--- src/rtl/ilk_pkg.sv ---
package ilk_pkg;
  // Stage positions in the per-stage input vectors; TC is the internal copy.
  localparam int STG_EX = 0;
  localparam int STG_DF = 1;
  localparam int STG_DS = 2;

  typedef enum logic [0:0] {
    RS_RUN  = 1'b0,
    RS_WAIT = 1'b1
  } rs_state_e;
endpackage

--- src/rtl/ilk_fwd_pick.sv ---
module ilk_fwd_pick #(
  parameter int REG_W       = 5,
  parameter int NPROD       = 4,
  parameter int LOAD_SHADOW = 2,
  parameter int SEL_W       = 3
) (
  input  logic                   clk,
  input  logic                   rst_n,
  input  logic [REG_W-1:0]       src,
  input  logic [NPROD-1:0]       prod_wr,
  input  logic [NPROD*REG_W-1:0] prod_dst,
  input  logic [NPROD-1:0]       prod_load,
  output logic [SEL_W-1:0]       sel,
  output logic                   load_near
);
  logic [NPROD-1:0] hit;

  for (genvar k = 0; k < NPROD; k++) begin : g_match
    assign hit[k] = prod_wr[k] && (prod_dst[k*REG_W +: REG_W] == src) && (src != '0);
  end

  // Youngest producer (lowest index) wins: walk oldest to youngest.
  always_comb begin
    sel = '0;
    for (int k = NPROD - 1; k >= 0; k--) begin
      if (hit[k]) sel = SEL_W'(k + 1);
    end
  end

  // Loads that have not yet reached the end of DS cannot be forwarded.
  always_comb begin
    load_near = 1'b0;
    for (int k = 0; k < LOAD_SHADOW; k++) begin
      if (hit[k] && prod_load[k]) load_near = 1'b1;
    end
  end

  AST_ZERO_NO_FWD: assert property (@(posedge clk) disable iff (!rst_n)
    (src == '0) |-> (sel == '0) && !load_near);
endmodule

--- src/rtl/ilk_branch_track.sv ---
module ilk_branch_track (
  input  logic clk,
  input  logic rst_n,
  input  logic advance,
  input  logic rf_is_branch,
  input  logic rf_is_likely,
  input  logic flush,
  input  logic ex_taken,
  output logic fetch_kill,
  output logic slot_cancel
);
  logic br_q, br_d;
  logic lk_q, lk_d;

  always_comb begin
    if (flush) begin
      br_d = 1'b0;
      lk_d = 1'b0;
    end else begin
      br_d = advance && rf_is_branch;
      lk_d = advance && rf_is_branch && rf_is_likely;
    end
  end

  always_ff @(posedge clk or negedge rst_n) begin
    if (!rst_n) begin
      br_q <= 1'b0;
      lk_q <= 1'b0;
    end else begin
      br_q <= br_d;
      lk_q <= lk_d;
    end
  end

  assign fetch_kill  = br_q && ex_taken && !flush;
  assign slot_cancel = br_q && lk_q && !ex_taken && !flush;

  AST_KILL_NEEDS_TAKEN: assert property (@(posedge clk) disable iff (!rst_n)
    fetch_kill |-> ex_taken && !slot_cancel);
endmodule

--- src/rtl/ilk_tc_restart.sv ---
module ilk_tc_restart #(
  parameter int REG_W = 5
) (
  input  logic             clk,
  input  logic             rst_n,
  input  logic             ds_wr,
  input  logic [REG_W-1:0] ds_dst,
  input  logic             ds_load,
  input  logic             tc_hit,
  input  logic             refill_done,
  output logic             tc_wr,
  output logic [REG_W-1:0] tc_dst,
  output logic             tc_load,
  output logic             restart,
  output logic             replay
);
  import ilk_pkg::*;

  rs_state_e        st_q, st_d;
  logic             miss;
  logic             wr_d, ld_d;
  logic [REG_W-1:0] dst_d;
  logic             dst_en;

  assign miss    = tc_wr && tc_load && !tc_hit && (st_q == RS_RUN);
  assign restart = (st_q == RS_WAIT) || miss;
  assign replay  = (st_q == RS_WAIT) && refill_done;

  always_comb begin
    st_d = st_q;
    case (st_q)
      RS_RUN:  if (miss) st_d = RS_WAIT;
      RS_WAIT: if (refill_done) st_d = RS_RUN;
      default: st_d = RS_RUN;
    endcase
  end

  // TC copy: whatever DS holds moves on, unless it is flushed.
  always_comb begin
    wr_d   = ds_wr && !restart;
    ld_d   = ds_load && !restart;
    dst_en = ds_wr && !restart;
    dst_d  = ds_dst;
  end

  always_ff @(posedge clk or negedge rst_n) begin
    if (!rst_n) begin
      st_q    <= RS_RUN;
      tc_wr   <= 1'b0;
      tc_load <= 1'b0;
      tc_dst  <= '0;
    end else begin
      st_q    <= st_d;
      tc_wr   <= wr_d;
      tc_load <= ld_d;
      if (dst_en) tc_dst <= dst_d;
    end
  end

  AST_RESTART_HOLDS: assert property (@(posedge clk) disable iff (!rst_n)
    (restart && !refill_done) |=> restart);
  AST_REPLAY_RELEASES: assert property (@(posedge clk) disable iff (!rst_n)
    replay |=> (st_q == RS_RUN));
endmodule

--- src/rtl/pipe_interlock_ctl.sv ---
module pipe_interlock_ctl #(
  parameter int REG_W       = 5,
  parameter int NSTG        = 3,
  parameter int LOAD_SHADOW = 2,
  localparam int NPROD      = NSTG + 1,
  localparam int SEL_W      = $clog2(NPROD + 1)
) (
  input  logic                  clk,
  input  logic                  rst_n,
  input  logic                  rf_valid,
  input  logic [REG_W-1:0]      rf_src_a,
  input  logic [REG_W-1:0]      rf_src_b,
  input  logic                  rf_is_branch,
  input  logic                  rf_is_likely,
  input  logic [NSTG-1:0]       stg_wr,
  input  logic [NSTG*REG_W-1:0] stg_dst,
  input  logic [NSTG-1:0]       stg_load,
  input  logic                  ex_taken,
  input  logic                  tc_hit,
  input  logic                  refill_done,
  output logic                  stall,
  output logic                  bubble_ex,
  output logic                  fetch_kill,
  output logic                  slot_cancel,
  output logic [SEL_W-1:0]      fwd_sel_a,
  output logic [SEL_W-1:0]      fwd_sel_b,
  output logic                  restart,
  output logic                  replay
);
  import ilk_pkg::*;

  logic             tc_wr, tc_load;
  logic [REG_W-1:0] tc_dst;
  logic [NPROD-1:0]       prod_wr, prod_load;
  logic [NPROD*REG_W-1:0] prod_dst;
  logic near_a, near_b, hazard, advance;

  ilk_tc_restart #(.REG_W(REG_W)) u_tc (
    .clk(clk), .rst_n(rst_n),
    .ds_wr(stg_wr[STG_DS]),
    .ds_dst(stg_dst[STG_DS*REG_W +: REG_W]),
    .ds_load(stg_load[STG_DS]),
    .tc_hit(tc_hit), .refill_done(refill_done),
    .tc_wr(tc_wr), .tc_dst(tc_dst), .tc_load(tc_load),
    .restart(restart), .replay(replay)
  );

  // Producer list, youngest first: EX, DF, DS from the ports, TC from the copy.
  assign prod_wr   = {tc_wr, stg_wr};
  assign prod_load = {tc_load, stg_load};
  assign prod_dst  = {tc_dst, stg_dst};

  ilk_fwd_pick #(.REG_W(REG_W), .NPROD(NPROD), .LOAD_SHADOW(LOAD_SHADOW), .SEL_W(SEL_W)) u_fwd_a (
    .clk(clk), .rst_n(rst_n), .src(rf_src_a),
    .prod_wr(prod_wr), .prod_dst(prod_dst), .prod_load(prod_load),
    .sel(fwd_sel_a), .load_near(near_a)
  );

  ilk_fwd_pick #(.REG_W(REG_W), .NPROD(NPROD), .LOAD_SHADOW(LOAD_SHADOW), .SEL_W(SEL_W)) u_fwd_b (
    .clk(clk), .rst_n(rst_n), .src(rf_src_b),
    .prod_wr(prod_wr), .prod_dst(prod_dst), .prod_load(prod_load),
    .sel(fwd_sel_b), .load_near(near_b)
  );

  ilk_branch_track u_br (
    .clk(clk), .rst_n(rst_n),
    .advance(advance),
    .rf_is_branch(rf_is_branch), .rf_is_likely(rf_is_likely),
    .flush(restart), .ex_taken(ex_taken),
    .fetch_kill(fetch_kill), .slot_cancel(slot_cancel)
  );

  assign hazard    = rf_valid && (near_a || near_b);
  assign stall     = hazard && !slot_cancel && !restart;
  assign bubble_ex = stall || slot_cancel;
  assign advance   = rf_valid && !stall && !slot_cancel;

  AST_STALL_NEEDS_RF: assert property (@(posedge clk) disable iff (!rst_n)
    stall |-> rf_valid);
  AST_LOAD_EX_STALLS: assert property (@(posedge clk) disable iff (!rst_n)
    (rf_valid && !restart && !slot_cancel && stg_wr[STG_EX] && stg_load[STG_EX]
     && rf_src_a != '0 && rf_src_a == stg_dst[STG_EX*REG_W +: REG_W]) |-> stall);
  AST_RESTART_QUIET: assert property (@(posedge clk) disable iff (!rst_n)
    restart |-> !stall && !fetch_kill && !slot_cancel);
  AST_CANCEL_BUBBLES: assert property (@(posedge clk) disable iff (!rst_n)
    slot_cancel |-> bubble_ex && !stall);
endmodule

--- config.mk ---
export PLATFORM = sky130hd
export DESIGN_NAME = pipe_interlock_ctl
export DESIGN_NICKNAME = d
export VERILOG_FILES = /design/src/rtl/ilk_pkg.sv /design/src/rtl/ilk_fwd_pick.sv /design/src/rtl/ilk_branch_track.sv /design/src/rtl/ilk_tc_restart.sv /design/src/rtl/pipe_interlock_ctl.sv
export SDC_FILE = /design/constraint.sdc
export NUM_CORES = 1
export LEC_CHECK = 0
export ABC_AREA = 1
export BUFFER_PORTS_ARGS = -buffer_cell sky130_fd_sc_hd__buf_2
export CAP_MARGIN = 10
export CORE_MARGIN = 2
export CORE_UTILIZATION = 51
export CTS_BUF_LIST = sky130_fd_sc_hd__clkbuf_16
export DETAILED_ROUTE_END_ITERATION = 10
export PLACE_DENSITY = 0.85
export SLEW_MARGIN = 40
export SYNTH_ARGS = -nofsm -noshare
export SYNTH_HDL_FRONTEND = slang
export SYNTH_SLANG_ARGS = --single-unit
--- constraint.sdc ---
create_clock -name clk -period 2.1 [get_ports clk]
set_clock_uncertainty 0.2 [all_clocks]
set_input_delay 0.42 -clock clk [delete_from_list [all_inputs] [get_ports clk]]
set_output_delay 0.42 -clock clk [all_outputs]
set_load 0.02 [all_outputs]
==> reports/results.tsv, run 1 <==
metric	value	unit
startpoint_type	register	
ios	51	
layout-drive-gt1-share	41.1	%
use_met3	3.43	%
power	1.21	mW
top_usage_layer	met2	
postSynthAreaPerCell	5.59	um2
start_util	54.3	%
numCtsBuffers	3	
p_seq_share	26.4	%
grt.overflow.total	0	
final_common_cell	nand2_1	
hold_path.class	in2reg	
power_frac_comb	46.8	%
cts_tree	done	
synthesis.area	1200	um2
grtUsageMet2	52.7	%
ys.warnings.count	0	
vdd_drop_max	0.822	mV
internal_power	0.736	mW
finalMaxSlewViolations	0	
die_h	52.5	um
drv_cap	0	
ys_seq_area_share	20.8	%
area_delta_synth_final	64.5	%
worst-path-max-fanout	3	
crit_required	1.48	ns
power_switching	0.474	mW
outcome	finished, violations left	
antenna_found_initial	0	
dieArea	2760	um2
slew_headroom	78.5	%
endpoint_kind	primary output	
grt_start_max_net_pins	11	
p_per_area	613	nW/um2
cts_max_level	1	
drc	0	
place_ws	-0.0859	ns
synthCells	215	
cts_num_sinks	10	
cts.clk_slew.worst_paths	0.04	ns
clock_latency	0.23	ns
grt.total_usage	30.4	%
drtIter0Drc	89	
gp_congestion	0.857	
finalHoldViolations	0	
setup_viol	5	
cts_root_buffer	clkbuf_16	
via_per_inst	5.62	
post_drt_wl_per_cell	15.8	um
tightest_slew	0.322	ns
setup_slack	-0.108	ns
rrSetupSlack	0.39	ns
fillCellCount	109	
clkPwrFrac	26.8	%
grt_pass1_vias	1440	
worstSetupPathType	reg2out	
hpwlAfterDp	2770	um
drtAntennaViolNets	0	
cts_buffer_depth	2	
drt_pass1_iterations	5	
min_period	2.21	ns
max_freq	0.453	GHz
violations	setup timing	
switching_share	39.2	%
synth.net_count	254	
period_share	105	%
cp.arrival	1.59	ns
rows	17	
core	2210	um2
nets	323	
routed_wl	4890	um
leakage	1.12	nW
grtUsageMet1	36.9	%
port-buffer-count	50	
ys_types	25	
dieWidth	52.5	um
vias	1743	
ys_ff_latch	10	
layout_common_cells	nand2_1 (74), inv_1 (31), buf_2 (26)	
grt_pass1_wl	6180	um
rsz0062_at_grt	true	
n_antenna_cell	0	
==> cell usage after synthesis <==
master | n | share of area [%]
a211oi_1 | 2 | 1.2
a21boi_0 | 2 | 1.2
a21oi_1 | 7 | 2.9
a221oi_1 | 1 | 0.73
clkinv_1 | 1 | 0.31
dfrtp_1 | 10 | 21
inv_1 | 37 | 12
inv_2 | 10 | 3.1
nand2_1 | 80 | 25
nand2_2 | 6 | 3.1
nand3_1 | 7 | 2.9
nand3_2 | 2 | 1.7
nand3b_1 | 2 | 1.2
nand4_1 | 4 | 2.1
nor2_1 | 14 | 4.4
nor2_2 | 6 | 3.1
nor2_4 | 1 | 0.94
nor4_1 | 1 | 0.52
o2111a_1 | 1 | 0.94
o2111ai_1 | 1 | 0.73
o21ai_0 | 7 | 2.9
o22ai_1 | 4 | 2.1
or2_2 | 1 | 0.52
xnor2_1 | 6 | 4.4
xor2_1 | 2 | 1.5
==> flip-flops by register name (all words and copies together) (netlist names) <==
register      cells
u_tc.tc_load      1
u_br.lk_q         1
u_tc.st_q         1
u_tc.tc_dst       5
u_br.br_q         1
u_tc.tc_wr        1
==> power by group through the flow <==
stage / registers, mW / clock network, mW / logic [mW]
floorplan: 0.299 / 0 / 0.290
global placement: 0.306 / 0 / 0.434
detailed placement: 0.311 / 0 / 0.442
CTS: 0.310 / 0.329 / 0.451
global route: 0.323 / 0.343 / 0.614
finish: 0.320 / 0.324 / 0.566
==> stage by stage <==
stage / hold slack [ns] / util (%) / setup TNS, ns / std cells / area (um2)
2_1_floorplan: -0.0756 / - / 0 / 215 / 1200
3_3_place_gp: 0.0818 / 68.6 / -0.194 / 297 / 1520
3_5_place_dp: 0.0827 / 68.6 / -0.145 / 297 / 1520
4_1_cts: 0.189 / 72.9 / -0.0826 / 301 / 1610
5_1_grt: 0.217 / 89.3 / -0.810 / 310 / 1980
6_report: 0.211 / 89.3 / -0.225 / 310 / 1980
==> routing by layer <==
layer  up-vias  wire [um]
met2       109       2390
met5         -          0
met1       793       1780
li1        804          -
met3        37        349
met4         0        368
==> path summary, 6_finish.rpt <==
path	start	endpoint	depth (start not counted)
worst min-delay path	stg_load[2]	u_tc.tc_load$_DFF_PN0_	3
worst min register to register	u_tc.st_q$_DFF_PN0_	u_tc.st_q$_DFF_PN0_	3
worst max-delay path	u_tc.tc_dst[2]$_DFFE_PN0P_	fwd_sel_b[2]	7
min in group asynchronous	rst_n	u_br.lk_q$_DFF_PN0_	2
worst max register to register	u_tc.tc_wr$_DFF_PN0_	u_tc.tc_dst[4]$_DFFE_PN0P_	7
max in group asynchronous	rst_n	u_tc.tc_dst[4]$_DFFE_PN0P_	2
==> critical path, stage by stage (launching register included) <==
cell	delay [ns]
dfrtp_1	0.41
xor2_1	0.19
a211oi_2	0.16
nand4_1	0.10
nor2_1	0.15
nand2_1	0.07
nor2_1	0.11
buf_4	0.16
==> repair_timing <==
item                                    4_1_cts  5_1_grt
endpoints found under the setup margin        4        8
pin swaps                                     2       30
endpoints found under the hold margin        10        0
setup buffers                                 0        9
gates resized for setup                       5       99
gates cloned                                  0        0
hold buffers                                  1        0
==> logic make-up (layout without fill, tap and decap cells) <==
logic type	Yosys count	count (layout)	synth area share [%]
AO/OA/AOI/OAI	25	25	12.8
XOR/XNOR	8	8	5.83
buffers and inverters	48	115	15.0
flip-flops	10	10	20.8
AND/OR/NAND/NOR	124	124	45.5
==> area by class of cell <==
type	instances	area [um2]	share of cell area [%]
multi-input cells	157	871	44.1
repair buffers	64	524	26.5
flip-flops and latches	10	250	12.7
inverters	48	220	11.1
clock buffers	3	75.1	3.80
well taps	28	35.0	1.77
(Power assumes the default switching activity.)
==> run 2, diff against run 1 <==
--- a/config.mk
+++ b/config.mk
@@ -9,10 +9,10 @@
 export BUFFER_PORTS_ARGS = -buffer_cell sky130_fd_sc_hd__buf_2
 export CAP_MARGIN = 10
 export CORE_MARGIN = 2
-export CORE_UTILIZATION = 51
+export CORE_UTILIZATION = 48
 export CTS_BUF_LIST = sky130_fd_sc_hd__clkbuf_16
 export DETAILED_ROUTE_END_ITERATION = 10
-export PLACE_DENSITY = 0.85
+export PLACE_DENSITY = 0.8
 export SLEW_MARGIN = 40
 export SYNTH_ARGS = -nofsm -noshare
 export SYNTH_HDL_FRONTEND = slang
==> constraint.sdc (replaced) <==
create_clock -name clk -period 2.4 [get_ports clk]
set_clock_uncertainty 0.2 [all_clocks]
set_input_delay 0.48 -clock clk [delete_from_list [all_inputs] [get_ports clk]]
set_output_delay 0.48 -clock clk [all_outputs]
set_load 0.02 [all_outputs]
==> reports/results.tsv, run 2 (synthesized netlist as in run 1, its figures left out) <==
metric	value	unit
endpoint_kind	primary output	
top_usage_layer	met2	
tightest_slew	0.292	ns
cts_tree	done	
grt_pass1_vias	1186	
finalMaxSlewViolations	0	
drc	0	
placed_area	1490	um2
outcome	finished, final reports clean	
grtUsageMet2	41.1	%
period_share	94.8	%
largest-register	u_tc.tc_dst	
grt_start_max_net_pins	11	
start_util	49.4	%
gp_congestion	0.899	
rows	18	
fin_area	1590	um2
crit_required	1.72	ns
post-route-util	65.2	%
fin_tns_setup	0	ns
slowest_stage	a221oi_1	
rsz0062_at_grt	false	
max_freq	0.440	GHz
grt.total_usage	23.3	%
cp.buffers_inverters	3	
internal_power	0.589	mW
cts_max_level	1	
use_met3	1.11	%
cts_buffer_depth	2	
worst-path-max-fanout	5	
hold_path.class	in2reg	
grtUsageMet1	30.3	%
switching_share	37.0	%
n_antenna_cell	0	
die_h	54.0	um
slew_headroom	80.5	%
largest_reg_flops	5	
finalHoldViolations	0	
drtIter0Drc	53	
min_period	2.27	ns
power	0.935	mW
post_cts_buffers	0	
drv_cap	0	
post_drt_wl_per_cell	10.6	um
cts_num_sinks	10	
numCtsBuffers	3	
whs	0.271	ns
worstSetupPathType	in2out	
crit_chain	buf_2, inv_2, nand2_1, a221oi_1, nand4_1, o21ai_0, buf_2	
critPathMaxStageDelay	0.25	ns
setup_viol	0	
layout_common_cells	nand2_1 (80), buf_2 (50), inv_1 (37)	
p_seq_share	28.6	%
hpwlAfterDp	2610	um
ios	51	
layoutNonFillerInstCount	300	
dieArea	2920	um2
antenna_found_initial	0	
vias	1451	
power_switching	0.346	mW
clock_latency	0.23	ns
dieWidth	54.0	um
core	2430	um2
drtAntennaViolNets	0	
cts.clk_slew.worst_paths	0.04	ns
cts_root_buffer	clkbuf_16	
clkPwrFrac	30.8	%
cp.arrival	1.59	ns
final_common_cell	nand2_1	
routed_wl	3190	um
grt.overflow.total	0	
port-buffer-count	50	
nets	310	
setup_slack	0.126	ns
vdd_drop_max	0.633	mV
dp.cells	295	
power_frac_comb	40.6	%
area_delta_synth_final	32.1	%
p_per_area	589	nW/um2
via_per_inst	4.84	
startpoint_type	primary input	
cp_common_cell	buf_2	
grt_pass1_wl	4920	um
critPathTopFamily	compound AO/OA/AOI/OAI gates	
place_ws	0.0842	ns
drt_pass1_iterations	4	
layout-drive-gt1-share	30.0	%
leakage	0.996	nW
## run 2: path summary, 6_finish.rpt
kind / slack, ns / cells past startpoint / end / start
max in group asynchronous: 1.39 / 2 / u_tc.tc_dst[2]$_DFFE_PN0P_ / rst_n
hold / removal: 0.27 / 3 / u_tc.tc_load$_DFF_PN0_ / stg_load[2]
setup reg to reg: 0.90 / 6 / u_tc.tc_dst[3]$_DFFE_PN0P_ / u_tc.tc_wr$_DFF_PN0_
hold reg to reg: 0.32 / 3 / u_tc.st_q$_DFF_PN0_ / u_tc.st_q$_DFF_PN0_
min in group asynchronous: 0.43 / 2 / u_br.br_q$_DFF_PN0_ / rst_n
setup / recovery: 0.13 / 7 / fwd_sel_b[0] / rf_src_b[3]
## run 2: routing by layer
| layer | vias up | wire length, um |
|---|---|---|
| li1 | 775 | - |
| met5 | - | 0 |
| met3 | 2 | 137 |
| met2 | 46 | 1550 |
| met4 | 0 | 18 |
| met1 | 628 | 1490 |
## run 2: layout make-up
class,count,area [um2]
well taps,30,37.5
fillers,244,846
clock inverters,1,3.75
flip-flops and latches,10,250
repair buffers,51,260
inverters,48,180
clock buffers,3,75.1
multi-input cells,157,779
## run 2: worst min-delay path: cells and delay by family
family / cells / cell delay (ns)
buffers and inverters: 2 / 0.15
AND/OR/NAND/NOR: 1 / 0.04
## run 2: power by group through the flow
stage / Clock (mW) / Combinational [mW] / Sequential, mW
floorplan: 0 / 0.254 / 0.262
global placement: 0 / 0.368 / 0.268
detailed placement: 0 / 0.371 / 0.269
CTS: 0.297 / 0.374 / 0.267
global route: 0.306 / 0.427 / 0.275
finish: 0.288 / 0.379 / 0.268
## run 2: repair_timing
item / CTS / global route
endpoints found under the hold margin: 10 / 0
hold buffers: 1 / 0
setup endpoints to repair: 0 / 4
resized for setup: 0 / 4
